===== config.mk =====
export PLATFORM = sky130hd
export DESIGN_NAME = poison_regfile
export DESIGN_NICKNAME = d
export VERILOG_FILES = /design/src/rtl/poison_rf_pkg.sv /design/src/rtl/poison_rf_wr_ctl.sv /design/src/rtl/poison_rf_storage.sv /design/src/rtl/poison_rf_read_port.sv /design/src/rtl/poison_rf_exc.sv /design/src/rtl/poison_regfile.sv
export SDC_FILE = /design/constraint.sdc
export NUM_CORES = 2
export LEC_CHECK = 0
export BUFFER_PORTS_ARGS = -buffer_cell sky130_fd_sc_hd__buf_2
export CAP_MARGIN = 20
export CORE_ASPECT_RATIO = 0.8
export CORE_MARGIN = 4
export CORE_UTILIZATION = 60
export DETAILED_ROUTE_END_ITERATION = 6
export GPL_ROUTABILITY_DRIVEN = 0
export PLACE_DENSITY = 0.77
export SLEW_MARGIN = 20
export SYNTH_ARGS = -nofsm -noshare
export SYNTH_HDL_FRONTEND = slang
export SYNTH_SLANG_ARGS = --single-unit
export TNS_END_PERCENT = 1

===== constraint.sdc =====
create_clock -name clk -period 2.95 [get_ports clk]
set_input_delay 0.295 -clock clk [delete_from_list [all_inputs] [get_ports clk]]
set_output_delay 0.295 -clock clk [all_outputs]
set_load 0.05 [all_outputs]

===== src/rtl/poison_rf_pkg.sv =====
package poison_rf_pkg;
  typedef struct packed {
    logic commit;  // register is updated
    logic poison;  // new flag value when committed
    logic trap;    // immediate trap request
  } wr_decision_t;
endpackage


===== src/rtl/poison_rf_wr_ctl.sv =====
module poison_rf_wr_ctl
  import poison_rf_pkg::*;
#(
  parameter int IDX_W = 5
) (
  input  logic               wr_en,
  input  logic [IDX_W-1:0]   wr_idx,
  input  logic               wr_spec,
  input  logic               wr_fault,
  input  logic               wr_taint,
  output wr_decision_t       dec
);
  logic live;

  always_comb begin
    live       = wr_en && (wr_idx != '0);
    dec.commit = live && (wr_spec || !wr_fault);
    dec.poison = wr_spec && (wr_fault || wr_taint);
    dec.trap   = wr_en && !wr_spec && wr_fault;
  end
endmodule


===== src/rtl/poison_rf_storage.sv =====
module poison_rf_storage #(
  parameter int NREGS = 32,
  parameter int DW    = 32,
  localparam int IDX_W = $clog2(NREGS)
) (
  input  logic             clk,
  input  logic             rst_n,
  input  logic             commit,
  input  logic             poison,
  input  logic [IDX_W-1:0] wr_idx,
  input  logic [DW-1:0]    wr_data,
  output logic [DW-1:0]    data_q [NREGS],
  output logic             pois_q [NREGS]
);
  for (genvar i = 0; i < NREGS; i++) begin : g_reg
    if (i == 0) begin : g_zero
      assign data_q[i] = '0;
      assign pois_q[i] = 1'b0;
    end else begin : g_live
      logic          en;
      logic [DW-1:0] d_nx;
      logic          p_nx;

      always_comb begin
        en   = commit && (wr_idx == IDX_W'(i));
        d_nx = en ? wr_data : data_q[i];
        p_nx = en ? poison  : pois_q[i];
      end

      always_ff @(posedge clk or negedge rst_n) begin
        if (!rst_n) begin
          data_q[i] <= '0;
          pois_q[i] <= 1'b0;
        end else if (en) begin
          data_q[i] <= d_nx;
          pois_q[i] <= p_nx;
        end
      end
    end
  end

  // a clean commit leaves the destination unflagged
  p_clean_cures_r3: assert property (@(posedge clk) disable iff (!rst_n)
    (commit && !poison) |=> !pois_q[$past(wr_idx)]);
endmodule


===== src/rtl/poison_rf_read_port.sv =====
module poison_rf_read_port #(
  parameter int NREGS = 32,
  parameter int DW    = 32,
  localparam int IDX_W = $clog2(NREGS)
) (
  input  logic             clk,
  input  logic             rst_n,
  input  logic [IDX_W-1:0] rd_idx,
  input  logic [DW-1:0]    data_q [NREGS],
  input  logic             pois_q [NREGS],
  input  logic             commit,
  input  logic             poison,
  input  logic [IDX_W-1:0] wr_idx,
  input  logic [DW-1:0]    wr_data,
  output logic [DW-1:0]    rd_data,
  output logic             rd_poison
);
  logic hit;

  always_comb begin
    hit       = commit && (wr_idx == rd_idx);
    rd_data   = hit ? wr_data : data_q[rd_idx];
    rd_poison = hit ? poison  : pois_q[rd_idx];
  end

  // register zero is always clean and zero at a read port
  p_zero_clean_r10: assert property (@(posedge clk) disable iff (!rst_n)
    (rd_idx == '0) |-> (rd_data == '0 && !rd_poison));
endmodule


===== src/rtl/poison_rf_exc.sv =====
module poison_rf_exc #(
  parameter int IDX_W = 5
) (
  input  logic             clk,
  input  logic             rst_n,
  input  logic             use_valid,
  input  logic             use_spec,
  input  logic             use_a,
  input  logic             use_b,
  input  logic [IDX_W-1:0] a_idx,
  input  logic [IDX_W-1:0] b_idx,
  input  logic             a_pois,
  input  logic             b_pois,
  input  logic             trap_req,
  input  logic [IDX_W-1:0] wr_idx,
  output logic             defer_exc,
  output logic [IDX_W-1:0] defer_idx,
  output logic             trap_exc,
  output logic [IDX_W-1:0] trap_idx
);
  logic             hit_a, hit_b, defer_d;
  logic [IDX_W-1:0] defer_idx_d;

  always_comb begin
    hit_a       = use_valid && !use_spec && use_a && a_pois;
    hit_b       = use_valid && !use_spec && use_b && b_pois;
    defer_d     = hit_a || hit_b;
    defer_idx_d = hit_a ? a_idx : b_idx;
  end

  always_ff @(posedge clk or negedge rst_n) begin
    if (!rst_n) begin
      defer_exc <= 1'b0;
      trap_exc  <= 1'b0;
    end else begin
      defer_exc <= defer_d;
      trap_exc  <= trap_req;
    end
  end

  always_ff @(posedge clk or negedge rst_n) begin
    if (!rst_n) defer_idx <= '0;
    else if (defer_d) defer_idx <= defer_idx_d;
  end

  always_ff @(posedge clk or negedge rst_n) begin
    if (!rst_n) trap_idx <= '0;
    else if (trap_req) trap_idx <= wr_idx;
  end

  // a deferred pulse only follows a non-speculative consume
  p_defer_src_r6: assert property (@(posedge clk) disable iff (!rst_n)
    defer_exc |-> $past(use_valid && !use_spec));
  // speculative consumers stay silent
  p_spec_quiet_r7: assert property (@(posedge clk) disable iff (!rst_n)
    (use_valid && use_spec) |=> !defer_exc);
  // port A wins when it is flagged
  p_port_a_first_r8: assert property (@(posedge clk) disable iff (!rst_n)
    (use_valid && !use_spec && use_a && a_pois) |=> (defer_exc && defer_idx == $past(a_idx)));
  // no enabled source, no pulse
  p_unused_src_r11: assert property (@(posedge clk) disable iff (!rst_n)
    (use_valid && !use_a && !use_b) |=> !defer_exc);
endmodule


===== src/rtl/poison_regfile.sv =====
module poison_regfile
  import poison_rf_pkg::*;
#(
  parameter int NREGS = 32,
  parameter int DW    = 32,
  localparam int IDX_W = $clog2(NREGS)
) (
  input  logic             clk,
  input  logic             rst_n,
  input  logic [IDX_W-1:0] rd_a_idx,
  output logic [DW-1:0]    rd_a_data,
  output logic             rd_a_poison,
  input  logic [IDX_W-1:0] rd_b_idx,
  output logic [DW-1:0]    rd_b_data,
  output logic             rd_b_poison,
  input  logic             use_valid,
  input  logic             use_spec,
  input  logic             use_a,
  input  logic             use_b,
  input  logic             wr_en,
  input  logic [IDX_W-1:0] wr_idx,
  input  logic [DW-1:0]    wr_data,
  input  logic             wr_spec,
  input  logic             wr_fault,
  input  logic             wr_taint,
  output logic             defer_exc,
  output logic [IDX_W-1:0] defer_idx,
  output logic             trap_exc,
  output logic [IDX_W-1:0] trap_idx
);
  wr_decision_t  dec;
  logic [DW-1:0] data_q [NREGS];
  logic          pois_q [NREGS];
  logic [NREGS-1:0] pois_vec;

  poison_rf_wr_ctl #(.IDX_W(IDX_W)) u_wr_ctl (
    .wr_en(wr_en), .wr_idx(wr_idx), .wr_spec(wr_spec),
    .wr_fault(wr_fault), .wr_taint(wr_taint), .dec(dec)
  );

  poison_rf_storage #(.NREGS(NREGS), .DW(DW)) u_storage (
    .clk(clk), .rst_n(rst_n), .commit(dec.commit), .poison(dec.poison),
    .wr_idx(wr_idx), .wr_data(wr_data), .data_q(data_q), .pois_q(pois_q)
  );

  logic [IDX_W-1:0] rp_idx  [2];
  logic [DW-1:0]    rp_data [2];
  logic             rp_pois [2];

  assign rp_idx[0]   = rd_a_idx;
  assign rp_idx[1]   = rd_b_idx;
  assign rd_a_data   = rp_data[0];
  assign rd_a_poison = rp_pois[0];
  assign rd_b_data   = rp_data[1];
  assign rd_b_poison = rp_pois[1];

  for (genvar p = 0; p < 2; p++) begin : g_rport
    poison_rf_read_port #(.NREGS(NREGS), .DW(DW)) u_rport (
      .clk(clk), .rst_n(rst_n), .rd_idx(rp_idx[p]),
      .data_q(data_q), .pois_q(pois_q),
      .commit(dec.commit), .poison(dec.poison),
      .wr_idx(wr_idx), .wr_data(wr_data),
      .rd_data(rp_data[p]), .rd_poison(rp_pois[p])
    );
  end

  poison_rf_exc #(.IDX_W(IDX_W)) u_exc (
    .clk(clk), .rst_n(rst_n),
    .use_valid(use_valid), .use_spec(use_spec), .use_a(use_a), .use_b(use_b),
    .a_idx(rd_a_idx), .b_idx(rd_b_idx),
    .a_pois(rp_pois[0]), .b_pois(rp_pois[1]),
    .trap_req(dec.trap), .wr_idx(wr_idx),
    .defer_exc(defer_exc), .defer_idx(defer_idx),
    .trap_exc(trap_exc), .trap_idx(trap_idx)
  );

  for (genvar i = 0; i < NREGS; i++) begin : g_pvec
    assign pois_vec[i] = pois_q[i];
  end

  // a faulting non-speculative write leaves every flag unchanged
  p_trap_hold_r5: assert property (@(posedge clk) disable iff (!rst_n)
    trap_exc |-> $stable(pois_vec));
  // a speculative fault flags its (non-zero) destination
  p_spec_fault_r2: assert property (@(posedge clk) disable iff (!rst_n)
    (wr_en && wr_spec && wr_fault && wr_idx != '0) |=> pois_vec[$past(wr_idx)]);
endmodule


==> qor.yml <==
outcome:
  outcome: "finished, violations left"
  violations: "setup timing"
route:
  detail_route.wirelength_mm: 165.8
  routed-via-count: 35285
  vias_per_cell: 7.157
  drt_iter0_markers: 3531
  wl_per_cell_um: 33.64
  route.detailed.drc: 0
  drt_pre_antenna_iters: 7
  detail-route-antenna-nets: 0
clocking:
  number_of_buffers_inserted_during_clock_tree_synthesis: 104
  insertion_delay_ps: 670
  postCtsSetupBuffers: 0
  cts.sink_count: 1035
  path_clk_slew_ps: 60
  cts_tree: "built"
  clock_path_buffers: 3
  clock_tree.root_cell: "sky130_fd_sc_hd__clkbuf_16"
  htree_levels: 3
layout:
  multi_input_area_um2: 28840
  seq_area_um2: 25900
  fin_util_pct: 69.53
  final.fill_count: 5857
  layout.cells.most_common: "sky130_fd_sc_hd__mux2_2"
  nNetsFinal: 3683
  synthToLayoutAreaGrowth_pct: 14.10
  leading_cell_types_in_the_layout_fill_and_taps_excluded: "sky130_fd_sc_hd__mux2_2, sky130_fd_sc_hd__dfrtp_1, sky130_fd_sc_hd__mux4_2"
  drive_gt1_share_pct: 62.71
  post_route_insts_no_fill: 4930
  design_area_um2: 63910
global_routing:
  grt_pass1_vias: 37774
  grt_max_degree: 152
  wire_length_of_the_first_global_routing_pass_mm: 248.4
  number_of_antenna_violations_at_the_first_check_in_global_routing: 7
  grt_remaining_overflow: 0
  grtUsageTotal_pct: 34.50
logic_synthesis:
  synth_sequential_area_ratio_pct: 46.24
  synthesis.yosys.warnings: 0
  synthesized_flop_and_latch_total: 1035
  avgSynthCellArea_um2: 15.95
  netlist_instances: 3511
  synth_enable_flop_cells: 0
  asyncSetResetFlopFracSynth_pct: 100.0
  area_of_the_mapped_netlist_um2: 56010
  postSynthNetCount: 3568
  synth_top_flop_cell: "sky130_fd_sc_hd__dfrtp_1"
  synth.distinct_cells: 52
floorplan:
  die_width_um: 349.6
  std_cell_rows: 99
  placeableCoreArea_um2: 91910
  floorplan.die_area_um2: 98330
  floorplan.initialDensity_pct: 60.94
  chipHeight_um: 281.3
  ios: 135
timing:
  achievable-frequency_ghz: 0.3319
  maxSlewViolCount: 0
  final.setup.worst_slack_ps: -62.96
  final_period_utilization_pct: 102.1
  rsz0062_at_grt: "true"
  worst_pin_slew_ps: 863.1
  holdWs_ps: 58.54
  timing.final.setup_violations: 4
  final-hold-violation-count: 0
  finalWorstPathRequiredPeriod_ps: 3013
  max-slew-margin-rel_pct: 42.46
  clock-skew-final_ps: 10.54
critical_path:
  critical_path.max_fanout: 3
  worst-setup-path-type: "register to primary output"
  worstPathBufferInverterCount: 2
  cpLargestDelayFamily: "multiplexers"
  worstPathCellList: "mux4_2 -> mux4_2 -> mux2i_2 -> o21ai_1 -> buf_4 -> buf_12"
  critical-path-max-stage-delay_ps: 520
  r2r.worst_path.cells: 8
  critPathLaunchType: "register"
  timing.critical_path.arrival_ps: 2720
  r2r-end: "u_exc.defer_idx[3]"
  reg2reg_slack_ps: 710
  library_cell_contributing_the_largest_single_delay_on_the_critical_path: "sky130_fd_sc_hd__mux4_2"
  crit_required_ps: 2650
  worstSetupEndpointType: "primary output"
  r2r-start: "u_storage.pois_q[20]"
  critPathMostFrequentCell: "sky130_fd_sc_hd__mux4_2"
placed_design:
  hpwl_mm: 101.6
  place_area_um2: 59930
  portBuffers: 134
  post_placement_cell_count: 4731
hold_path:
  min_delay_path_depth: 3
  hold_path_class: "primary input to register"
  whs_endpoint: "u_exc.defer_idx[3]"
  min_from: "rd_a_idx[3]"
flow_run:
  timing.max_cap.violations: 0
pwr:
  peak_supply_drop_mv: 0.6137
  p_leak_uw: 0.02768
  tot_pwr_uw: 42700
  power_density_nw_per_um2: 668.1
[tightest hold or removal path: stages]
cell and delay [ps]:
sky130_fd_sc_hd__buf_2 150, sky130_fd_sc_hd__inv_6 100, sky130_fd_sc_hd__mux2i_1 130
[synth_stat cells (2+ instances only)]
master	instances	share of area (%)
sky130_fd_sc_hd__mux2i_1	93	1.7
sky130_fd_sc_hd__nor2b_1	7	0.078
sky130_fd_sc_hd__mux2_1	2	0.040
sky130_fd_sc_hd__o21ai_0	71	0.63
sky130_fd_sc_hd__or3_1	4	0.045
sky130_fd_sc_hd__buf_6	9	0.18
sky130_fd_sc_hd__xor2_1	2	0.031
sky130_fd_sc_hd__nand3_1	6	0.054
sky130_fd_sc_hd__buf_1	18	0.12
sky130_fd_sc_hd__mux4_2	584	23
sky130_fd_sc_hd__nor4_2	2	0.045
sky130_fd_sc_hd__a22o_1	65	1.0
sky130_fd_sc_hd__buf_2	168	1.5
sky130_fd_sc_hd__o22ai_1	2	0.022
sky130_fd_sc_hd__a311oi_1	2	0.031
sky130_fd_sc_hd__nor4_4	2	0.076
sky130_fd_sc_hd__mux2_4	2	0.054
sky130_fd_sc_hd__and3b_1	2	0.031
sky130_fd_sc_hd__nand2b_1	5	0.056
sky130_fd_sc_hd__nand3b_1	2	0.027
sky130_fd_sc_hd__nor2_1	24	0.16
sky130_fd_sc_hd__nand2_1	83	0.56
sky130_fd_sc_hd__nor3_1	6	0.054
sky130_fd_sc_hd__buf_4	3	0.040
sky130_fd_sc_hd__mux2_2	1093	22
sky130_fd_sc_hd__clkbuf_1	187	1.3
sky130_fd_sc_hd__dfrtp_1	1035	46
sky130_fd_sc_hd__xnor2_1	8	0.13
[logic make-up after synthesis]
kind of cell	count (synthesis)	share of synthesized area [%]
compound gates	152	1.950
xor+xnor	10	0.1564
buf+inv	388	3.116
flops	1035	46.24
mux	1774	47.22
simple gates	152	1.316
[routing by layer]
metal / GRT usage [%] / part of all wire, %
met2: 52.22 / 46
met4: 14.60 / 4.8
met5: 0 / 0.018
met1: 46.13 / 38
met3: 11.98 / 12
[registers in the layout, summed over array words and instances, names as in the netlist]
| register | cells |
|---|---|
| u_exc.defer_exc | 1 |
| u_exc.defer_idx | 5 |
| u_exc.trap_exc | 1 |
| u_exc.trap_idx | 5 |
| u_storage.data_q | 992 |
| u_storage.pois_q | 31 |
[power breakdown]
part / leakage, uW / switching [uW] / total [uW] / internal (uW)
Clock: 0.00177 / 5830 / 14100 / 8230
Sequential: 0.0135 / 1910 / 18600 / 16700
Combinational: 0.0124 / 4390 / 10000 / 5640
[worst max path at each step]
stage                     startpoint            end  slack (ps)  cells after the start
6_report        u_storage.data_q[59]  rd_b_data[27]         -60                      6
4_1_cts        u_storage.data_q[795]  rd_a_data[27]         -80                      6
3_5_place_dp             rd_a_idx[0]  rd_a_data[28]         -70                      7
5_1_grt         u_storage.data_q[59]  rd_b_data[27]         -90                      6
2_1_floorplan              wr_idx[0]  rd_b_data[23]        -210                      7
3_3_place_gp             rd_a_idx[0]  rd_a_data[30]         -70                      7
[final cells by class]
class / instances / area share (%)
antenna: 4 / 0.01566
clock buffer: 144 / 4.672
clock inverter: 50 / 0.9868
inverter: 3 / 0.02545
multi-input combinational: 2088 / 45.13
sequential: 1035 / 40.53
tap: 1212 / 2.373
timing repair buffer: 394 / 6.267
[stage by stage]
step           setup TNS [ps]  setup slack, ps
2_1_floorplan           -9524           -212.9
6_report               -84.00           -62.96
3_3_place_gp           -276.9           -72.29
5_1_grt                -932.2           -94.40
3_5_place_dp           -352.8           -65.99
4_1_cts                -535.1           -82.66
[repair_timing]
item,4_1_cts,5_1_grt
hold endpoints to repair,48,0
endpoints found under the setup margin,36,44
hold buffers,1,0
resized for setup,59,47
No activity file was read; power rests on OpenSTA's default activity.
